File: src/rtl/arb_pkg.sv
package arb_pkg;
  typedef enum logic {
    MODE_BANK = 1'b0,
    MODE_COMB = 1'b1
  } mode_e;

  localparam int NPORT  = 3;
  localparam int PI_B1  = 0;
  localparam int PI_B2  = 1;
  localparam int PI_CTL = 2;
endpackage

File: src/rtl/arb_grant_logic.sv
module arb_grant_logic
  import arb_pkg::*;
(
  input  logic             clk,
  input  logic             rst_n,
  input  logic [NPORT-1:0] req,
  input  logic [NPORT-1:0] wr,
  input  logic [NPORT-1:0] fin,
  input  logic             hold,
  output logic [NPORT-1:0] own,
  output logic [NPORT-1:0] own_wr,
  output logic [NPORT-1:0] start,
  output logic             wr_done
);
  logic [NPORT-1:0] own_q, own_wr_q, own_d, own_wr_d, keep, nw;
  logic             blk;

  always_comb begin
    keep    = own_q & ~fin;
    wr_done = |(own_q & fin & own_wr_q);
    blk     = hold | wr_done;
    nw      = '0;
    // control port: only when no bank session survives this edge
    nw[PI_CTL] = !blk && req[PI_CTL] && !own_q[PI_CTL] && !(|keep[PI_B2:PI_B1]);
    // bank port 1: may share only with a reading bank port 2
    nw[PI_B1] = !blk && req[PI_B1] && !own_q[PI_B1] && !keep[PI_CTL] && !nw[PI_CTL]
                && !(keep[PI_B2] && (own_wr_q[PI_B2] || wr[PI_B1]));
    // bank port 2: same, and yields to a same-cycle port 1 when a write is involved
    nw[PI_B2] = !blk && req[PI_B2] && !own_q[PI_B2] && !keep[PI_CTL] && !nw[PI_CTL]
                && !(keep[PI_B1] && (own_wr_q[PI_B1] || wr[PI_B2]))
                && !(nw[PI_B1] && (wr[PI_B1] || wr[PI_B2]));
    own_d = keep | nw;
    for (int i = 0; i < NPORT; i++) begin
      own_wr_d[i] = nw[i] ? wr[i] : own_wr_q[i];
    end
  end

  always_ff @(posedge clk or negedge rst_n) begin
    if (!rst_n) begin
      own_q    <= '0;
      own_wr_q <= '0;
    end else begin
      own_q    <= own_d;
      own_wr_q <= own_wr_d;
    end
  end

  assign own    = own_q;
  assign own_wr = own_wr_q;
  assign start  = nw;
endmodule

File: src/rtl/arb_write_timer.sv
module arb_write_timer #(
  parameter int unsigned WR_CYCLES = 625000
) (
  input  logic clk,
  input  logic rst_n,
  input  logic load,
  output logic busy
);
  localparam int CW = (WR_CYCLES < 2) ? 1 : $clog2(WR_CYCLES);
  localparam logic [CW-1:0] LOADV = CW'(WR_CYCLES - 1);

  logic [CW-1:0] cnt_q, cnt_d;
  logic          busy_q, busy_d;
  logic          cnt_en;

  always_comb begin
    cnt_en = load | busy_q;
    cnt_d  = cnt_q;
    busy_d = busy_q;
    if (load) begin
      cnt_d  = LOADV;
      busy_d = 1'b1;
    end else if (busy_q) begin
      if (cnt_q == '0) busy_d = 1'b0;
      else             cnt_d  = cnt_q - 1'b1;
    end
  end

  always_ff @(posedge clk or negedge rst_n) begin
    if (!rst_n) begin
      cnt_q  <= '0;
      busy_q <= 1'b0;
    end else if (cnt_en) begin
      cnt_q  <= cnt_d;
      busy_q <= busy_d;
    end
  end

  assign busy = busy_q;
endmodule

File: src/rtl/arb_mode_track.sv
module arb_mode_track
  import arb_pkg::*;
(
  input  logic             clk,
  input  logic             rst_n,
  input  logic [NPORT-1:0] start,
  input  logic [NPORT-1:0] fin,
  input  logic [NPORT-1:0] own,
  output logic             comb,
  output logic [NPORT-1:0] ptr_ok
);
  mode_e            mode_q, mode_d, tgt;
  logic [NPORT-1:0] ptr_q, ptr_d;
  logic             chg;

  always_comb begin
    tgt    = start[PI_CTL] ? MODE_COMB : MODE_BANK;
    chg    = (|start) && (tgt != mode_q);
    mode_d = chg ? tgt : mode_q;
    ptr_d  = ptr_q | (own & fin);
    if (chg) begin
      if (tgt == MODE_COMB) begin
        ptr_d[PI_B1] = 1'b0;
        ptr_d[PI_B2] = 1'b0;
      end else begin
        ptr_d[PI_CTL] = 1'b0;
      end
    end
  end

  always_ff @(posedge clk or negedge rst_n) begin
    if (!rst_n) begin
      mode_q <= MODE_BANK;
      ptr_q  <= '0;
    end else begin
      mode_q <= mode_d;
      ptr_q  <= ptr_d;
    end
  end

  assign comb   = (mode_q == MODE_COMB);
  assign ptr_ok = ptr_q;
endmodule

File: src/rtl/bank_port_arbiter.sv
module bank_port_arbiter
  import arb_pkg::*;
#(
  parameter int unsigned WR_CYCLES = 625000
) (
  input  logic       clk,
  input  logic       rst_n,
  input  logic       b1_req,
  input  logic       b1_wr,
  input  logic       b1_fin,
  input  logic       b2_req,
  input  logic       b2_wr,
  input  logic       b2_fin,
  input  logic       cp_req,
  input  logic       cp_wr,
  input  logic       cp_fin,
  input  logic       cp_hi_bank,
  input  logic       eng_busy,
  output logic       b1_grant,
  output logic       b2_grant,
  output logic       cp_grant,
  output logic [1:0] cp_bank_en,
  output logic       wr_busy,
  output logic       comb_mode,
  output logic       b1_ptr_ok,
  output logic       b2_ptr_ok,
  output logic       cp_ptr_ok
);
  logic [1:0]       rsync;
  logic             rst_i;
  logic [NPORT-1:0] req, wr, fin, own, own_wr, start, ptr;
  logic             wr_done, busy, hold;

  always_ff @(posedge clk or negedge rst_n) begin
    if (!rst_n) rsync <= '0;
    else        rsync <= {rsync[0], 1'b1};
  end
  assign rst_i = rsync[1];

  assign req  = {cp_req, b2_req, b1_req};
  assign wr   = {cp_wr,  b2_wr,  b1_wr};
  assign fin  = {cp_fin, b2_fin, b1_fin};
  assign hold = busy | eng_busy;

  arb_grant_logic u_grant (
    .clk(clk), .rst_n(rst_i), .req(req), .wr(wr), .fin(fin), .hold(hold),
    .own(own), .own_wr(own_wr), .start(start), .wr_done(wr_done)
  );

  arb_write_timer #(.WR_CYCLES(WR_CYCLES)) u_timer (
    .clk(clk), .rst_n(rst_i), .load(wr_done), .busy(busy)
  );

  arb_mode_track u_mode (
    .clk(clk), .rst_n(rst_i), .start(start), .fin(fin), .own(own),
    .comb(comb_mode), .ptr_ok(ptr)
  );

  assign b1_grant   = own[PI_B1];
  assign b2_grant   = own[PI_B2];
  assign cp_grant   = own[PI_CTL];
  assign cp_bank_en = own[PI_CTL] ? (cp_hi_bank ? 2'b10 : 2'b01) : 2'b00;
  assign wr_busy    = busy;
  assign b1_ptr_ok  = ptr[PI_B1];
  assign b2_ptr_ok  = ptr[PI_B2];
  assign cp_ptr_ok  = ptr[PI_CTL];
endmodule

File: config.mk
export PLATFORM = sky130hd
export DESIGN_NAME = bank_port_arbiter
export DESIGN_NICKNAME = d
export VERILOG_FILES = /design/src/rtl/arb_pkg.sv /design/src/rtl/arb_grant_logic.sv /design/src/rtl/arb_write_timer.sv /design/src/rtl/arb_mode_track.sv /design/src/rtl/bank_port_arbiter.sv
export SDC_FILE = /design/constraint.sdc
export NUM_CORES = 1
export LEC_CHECK = 0
export ABC_AREA = 1
export BUFFER_PORTS_ARGS = -buffer_cell sky130_fd_sc_hd__clkbuf_2
export CELL_PAD_IN_SITES_DETAIL_PLACEMENT = 2
export CELL_PAD_IN_SITES_GLOBAL_PLACEMENT = 2
export CORE_ASPECT_RATIO = 0.5
export CORE_MARGIN = 8
export CORE_UTILIZATION = 35
export DETAILED_ROUTE_END_ITERATION = 16
export HOLD_SLACK_MARGIN = 0.12
export PLACE_DENSITY = 0.81
export SYNTH_ARGS = -nofsm -noshare
export SYNTH_HDL_FRONTEND = slang
export SYNTH_HIERARCHICAL = 1
export SYNTH_SLANG_ARGS = --single-unit
File: constraint.sdc
create_clock -name clk -period 2.26 [get_ports clk]
set_input_delay 0 -clock clk [delete_from_list [all_inputs] [get_ports clk]]
set_output_delay 0 -clock clk [all_outputs]
set_load 0.02 [all_outputs]
== Word-level counts from Yosys, hierarchy flattened ==
Index checks and enable logic that the tools add are counted.

* $add $sub $neg: 1
* Equal/unequal tests: 2
* Muxes and demuxes: 12
* Bitwise operators: 9
* Reduce and logical (&&, ||, !) cells: 37

{| class="wikitable"
|+ Operators by type and width
! kind !! number
|-
| $mux W20 || 3
|-
| $logic_not A20 Y1 || 1
|-
| $sub A20 B1 Y20 const B || 1
|-
| $logic_and A1 B1 Y1 || 18
|-
| $logic_not A1 Y1 || 10
|-
| $and A3 B3 Y3 || 3
|-
| $mux W2 || 3
|-
| $or A3 B3 Y3 || 2
|-
| $reduce_or A3 Y1 || 2
|-
| $mux W1 || 5
|-
| $logic_or A1 B1 Y1 || 3
|-
| $mux W3 || 1
|-
| $not A3 Y3 || 1
|-
| $or A1 B1 Y1 || 3
|-
| $reduce_and A3 Y1 || 1
|-
| $ne A2 B1 Y1 const B || 1
|-
| $reduce_bool A2 Y1 || 1
|-
| $reduce_or A2 Y1 || 1
|-
| $ne A1 B1 Y1 || 1
|}

* Flip-flop bits (word level): 33
* Input bits: 13

== Depth between registers and ports, before layout ==
* Depth in word-level cells: 17
* Mapped depth: 11
* Depth with buffers taken out: 11

== Modules after synthesis ==
The synthesis kept the hierarchy.

{| class="wikitable"
|+ Modules (own cells, without submodules)
! module !! instances !! cells each !! area an instance (um^2) !! sequential area each (um^2)
|-
| arb_write_timer || 1 || 192 || 1347.5 || 525.5
|-
| arb_grant_logic || 1 || 55 || 410.4 || 150.1
|-
| arb_mode_track || 1 || 24 || 178.9 || 100.1
|-
| bank_port_arbiter || 1 || 10 || 82.6 || 50.0
|}

== Worst setup path before layout ==
No wires, ideal clock.

* Kind: reg-to-reg
* Start point: register u_grant.own_q[1], in the netlist u_grant/own[1]
* End point: register u_timer.cnt_q[19]
* Library setup time: 0.116 ns
* Arrival time: 1.385 ns
* Required time: 2.144 ns
* Path slack: 0.759 ns
* Stages on the path, launching flop included: 8
* Buffers on the path: 1
* Path through: dfrtp_1 > nand3_2 > nand3_2 > inv_1 > clkbuf_1 > nand3_1 > nand2_1 > nand2_1

* Word-level cells in the longest chain between the ends: 5

{| class="wikitable"
|+ Ends and longest elaborated chain
! element !! RTL line !! source
|-
| start, declared || arb_grant_logic.sv:15 || <nowiki>logic [NPORT-1:0] own_q, own_wr_q, own_d, own_wr_d, keep, nw;</nowiki>
|-
| start signal, assigned || arb_grant_logic.sv:43 || <nowiki>own_q <= own_d;</nowiki>
|-
| $and A3 B3 Y3 (*) (2 in a row) || arb_grant_logic.sv:20 || <nowiki>wr_done = |(own_q & fin & own_wr_q);</nowiki>
|-
| $reduce_or A3 Y1 (*) || arb_grant_logic.sv:20 ||
|-
| named net wr_done || bank_port_arbiter.sv:32 || <nowiki>logic wr_done, busy, hold;</nowiki>
|-
| $ne A2 B1 Y1 (no source line) (tied with other cells) || - ||
|-
| $reduce_and A3 Y1 (no source line) || - ||
|-
| end signal, assigned || arb_write_timer.sv:34 || <nowiki>cnt_q <= cnt_d;</nowiki>
|-
| end, declared || arb_write_timer.sv:12 || <nowiki>logic [CW-1:0] cnt_q, cnt_d;</nowiki>
|}

Mark *: on every way through the listed nets, which the timed path passes. The rest lies on a longest branch.
A chain may end at the register's enable or synchronous reset.

== Worst setup path in the final report ==
* Start point: register u_timer.cnt_q[0]
* End point: register u_timer.cnt_q[8]

* Word-level cells in the longest chain between the ends: 4

{| class="wikitable"
|+ Ends and longest elaborated chain
! element !! RTL line !! source
|-
| $sub A20 B1 Y20 || arb_write_timer.sv:25 || <nowiki>else cnt_d = cnt_q - 1'b1;</nowiki>
|-
| $mux W20 || arb_write_timer.sv:24 || <nowiki>if (cnt_q == '0) busy_d = 1'b0;</nowiki>
|-
| $mux W20 || arb_write_timer.sv:23 || <nowiki>end else if (busy_q) begin</nowiki>
|-
| $mux W20 || arb_write_timer.sv:20 || <nowiki>if (load) begin</nowiki>
|}

Several ways; a longest one is shown, not always the timed one. The select of a mux whose other input is x is not followed.

==> results list <==
- The flow ran to the end, and the final reports show no timing, DRC or antenna violations.
- Share of the synthesized area in compound gates (AO/OA/AOI/OAI): 5.45%
* 1st-pass router iterations: 4
* Total CTS buffers: 5
- Number of endpoints failing setup at the final stage: 0
* Worst-path fanout max: 7
* Post-synthesis share of cell area spent on xor and xnor gates: 2.17%
- Cell area reported after detailed placement: approximately 2200 um2
* Vertical extent of the die: 69.7 um
- The count of final max-slew check failures is 0.
* Hold_ws: 0.152 ns
* Share of Yosys cell area claimed by the top area cell type: approximately 41%
- H-tree depth reported by CTS: 2
- The number of hold-slack violations in the final timing report was 0.
- Finished layout cell area: 2460 um2
- Final cell count without fillers: 392
- In the routed layout, each cell is associated on average with a via count of 5.21.
- After clock tree synthesis, the clock-pin slew on the worst setup and hold paths is 0.06 ns.
* Leakage power total: 1.21 nW
- Maximum number of pins on one net before global-route repair: 32
- VDD sags by at most 406 uV.
- Residual overflow from global routing: 0
- Routability-driven placement finished with a final weighted congestion of 0.768.
* Final-layout setup total negative slack: 0 ns
- Layout cells sized above 1: 17.3%
- The detailed router placed 2043 vias in this run.
* Per-cell routed wire length: slightly above 20 um
- Number of gates resized after CTS: 0
- The worst setup path is captured at a flop.
- Multiplexer cells account for 0% of the synthesized area.
- Setup Skew: between 0.007 and 0.008 ns
- Counting every net in the synthesized netlist gives 296.
- Biggest area contributors in the synthesized netlist: sky130_fd_sc_hd__dfrtp_1 (41%), sky130_fd_sc_hd__nand2_1 (15%), sky130_fd_sc_hd__nor2_1 (7.4%)
* Placeable Area: 5520 um2
- Once detailed placement completed, the half-perimeter wirelength came to 5090 um.
- Peak Freq: ~0.52 GHz
* Share of the core filled with cells in the final layout: between 40% and 50%
- Max-cap viol count: 0
- In this run, the number of DRC markers left after iteration 0 of detailed routing was 79.
- The via count of the first global-routing pass is 2406.
- Starting density of the core: 36.6%
- In this run the power density over the cells is 595 nW/um2.
* Floorplan row count: 19
- No sink is reached through more buffers than the 2 on the longest clock path.
- Counting tap cells, the placed design contains a total of 375 instances.
- Sinks on Clock Net: 33
* Post-synthesis instance area: roughly 2000 um2
* WP data arrival: 2.07 ns
- Area growth, synth to finish: 21.8%
- The biggest area contributor in the post-synthesis netlist is sky130_fd_sc_hd__dfrtp_1.
* DRC Markers: 0
- Yosys Warn Count: 6
- Mean cell area of the mapped netlist: 7.19 um2
- Worst EP required: between 2 and 2.5 ns
- Die width: 123 um
- The synthesized design contains 33 register bits.
* Minimum period implied by the final worst setup slack: between 1.5 and 2 ns
- TritonCTS built the clock tree.
- Clock root cell: sky130_fd_sc_hd__clkbuf_16
- Synthesis produced 281 cells.
- Initial antenna violation count: 1
- Boundary Pins: 23
* Period utilization: a little over four fifths
* Distinct cell type count after synthesis: 28
- Total wirelength of the detailed-routed design: ~8000 um
- Type of element launching the critical path: flop
- Buffers added on ports: 22
- Summing the sequential cell areas from Yosys gives 40.9% of the chip area.
* Dominant combinational cell family by area after synthesis: simple AND/OR/NAND/NOR gates
- Once detail routing completed, the nets flagged for antenna violations numbered 0.
- The floorplan step defined a die boundary enclosing 8600 um2.
- Number of nets in the layout: approximately 330
- In this run the worst hold path is classified as primary input to flop.
- Setup repair after global routing left no endpoint under its margin.
* Insertion delay of the later-clocked pin in the worst-skew pair: 0.29 ns
- Type of the worst setup path: flop to flop
- Global-route usage over all layers: between 10% and 20%
- The first global-routing pass estimated around 13000 um of wire.
* Adder and majority gate portion of the synthesized area: 1.24%
- Summing the areas of all and, or, nand and nor instances in the mapped netlist gives 40.9% of the synthesized area.
kinds of logic (layout without fill, tap and decap cells):
| logic type | after synthesis | in the layout |
|---|---|---|
| simple gates | 177 | 177 |
| buf+inv | 43 | 80 |
| flops | 33 | 33 |
| compound gates | 20 | 20 |
| xor+xnor | 5 | 5 |
| fa+ha+maj | 2 | 2 |
| other cells | 1 | 2 |
per-stage QoR:
step / power (W) / worst slack, ns
6_report: 0.00146 / 0.345
5_1_grt: 0.00152 / 0.227
4_1_cts: 0.00149 / 0.401
3_5_place_dp: 0.000650 / 0.454
3_3_place_gp: 0.000648 / 0.580
2_1_floorplan: 0.000625 / 0.759
routing by layer:
layer,wire length (um),track usage (%),vias up,part of all wire (%)
met5,0,0,-,0
met4,142,6.36,0,1.8
met3,278,5.20,12,3.5
met2,4120,34.5,34,52
met1,3440,22.0,1039,43
li1,-,-,958,-
synthesized netlist by cell type:
| cell | count |
|---|---|
| sky130_fd_sc_hd__clkinv_1 | 1 |
| sky130_fd_sc_hd__a21oi_1 | 1 |
| sky130_fd_sc_hd__buf_6 | 1 |
| sky130_fd_sc_hd__inv_1 | 37 |
| sky130_fd_sc_hd__nand2_1 | 81 |
| sky130_fd_sc_hd__clkbuf_1 | 1 |
| sky130_fd_sc_hd__nor2_1 | 40 |
| sky130_fd_sc_hd__or2_1 | 2 |
| sky130_fd_sc_hd__nor2_4 | 1 |
| sky130_fd_sc_hd__nand3_2 | 7 |
| sky130_fd_sc_hd__nand2_4 | 2 |
| sky130_fd_sc_hd__nand4_1 | 12 |
| sky130_fd_sc_hd__nor3_1 | 1 |
| sky130_fd_sc_hd__nand3_1 | 20 |
| sky130_fd_sc_hd__o21ai_1 | 6 |
| sky130_fd_sc_hd__or2_2 | 1 |
| sky130_fd_sc_hd__a21o_1 | 4 |
| sky130_fd_sc_hd__dfrtp_1 | 33 |
| sky130_fd_sc_hd__ha_1 | 2 |
| sky130_fd_sc_hd__nand4_2 | 1 |
| sky130_fd_sc_hd__conb_1 | 1 |
| sky130_fd_sc_hd__xor2_1 | 5 |
| sky130_fd_sc_hd__buf_8 | 1 |
| sky130_fd_sc_hd__clkinv_4 | 1 |
| sky130_fd_sc_hd__o21ai_0 | 9 |
| sky130_fd_sc_hd__inv_2 | 1 |
| sky130_fd_sc_hd__nor2_2 | 7 |
| sky130_fd_sc_hd__nand2_2 | 2 |
worst paths after layout:
path,slack [ns],from,cells past startpoint,endpoint
setup / recovery,0.34,u_timer/cnt_q[0]$_DFFE_PN0P_,7,u_timer/cnt_q[8]$_DFFE_PN0P_
min in group asynchronous,0.28,rsync[1]$_DFF_PN0_,1,u_timer/cnt_q[19]$_DFFE_PN0P_
max in group asynchronous,1.49,rst_n,3,rsync[1]$_DFF_PN0_
hold / removal,0.15,cp_req,5,u_grant/own_wr[2]$_DFFE_PN0P_
hold reg to reg,0.28,rsync[1]$_DFF_PN0_,1,u_timer/cnt_q[19]$_DFFE_PN0P_
setup reg to reg,0.34,u_timer/cnt_q[0]$_DFFE_PN0P_,7,u_timer/cnt_q[8]$_DFFE_PN0P_
timing repair:
| action | in CTS | in global routing |
|---|---|---|
| setup endpoints to repair | 0 | 0 |
| hold buffers | 8 | 0 |
| setup buffers | 0 | 0 |
| hold endpoints to repair | 9 | 0 |
worst max-delay path, stage by stage, from the launching register on:
cell and delay [ns]:
sky130_fd_sc_hd__dfrtp_1 0.37, sky130_fd_sc_hd__inv_1 0.16, sky130_fd_sc_hd__ha_1 0.36, sky130_fd_sc_hd__nand2_1 0.16, sky130_fd_sc_hd__nor2_1 0.26, sky130_fd_sc_hd__xor2_1 0.11, sky130_fd_sc_hd__o21ai_0 0.25, sky130_fd_sc_hd__nand2_1 0.12
placed cells by master, fill, tap and decap left out, drive strengths merged:
cell type / instances
a21o: 4
a21oi: 1
buf: 2
bufinv: 1
clkbuf: 27
clkinv: 3
clkinvlp: 1
conb: 1
dfrtp: 33
diode: 1
dlygate4sd3: 8
ha: 2
inv: 38
nand2: 85
nand3: 27
nand4: 13
nor2: 48
nor3: 1
o21ai: 15
or2: 3
xor2: 5
registers in the layout, summed over array words and instances, names as in the netlist:
name            cells
u_timer/busy        1
u_timer/cnt_q      20
u_grant/own         3
u_mode/ptr_ok       3
u_grant/own_wr      3
rsync               2
u_mode/comb         1
power by group:
part,leakage (nW),internal (W),switching (W)
Sequential,0.377,0.000594,0.00000195
Clock,0.0800,0.000522,0.000290
Combinational,0.749,0.0000227,0.0000335
Total,1.21,0.00114,0.000325
area by class of cell:
cell class	count	area (um2)
antenna	1	2.50
clock buffer	5	125
clock inverter	3	46.3
fill	643	3060
inverter	40	155
multi-input combinational	205	1010
sequential	33	826
tap	73	91.3
timing repair buffer	32	205
(Power assumes the default switching activity.)
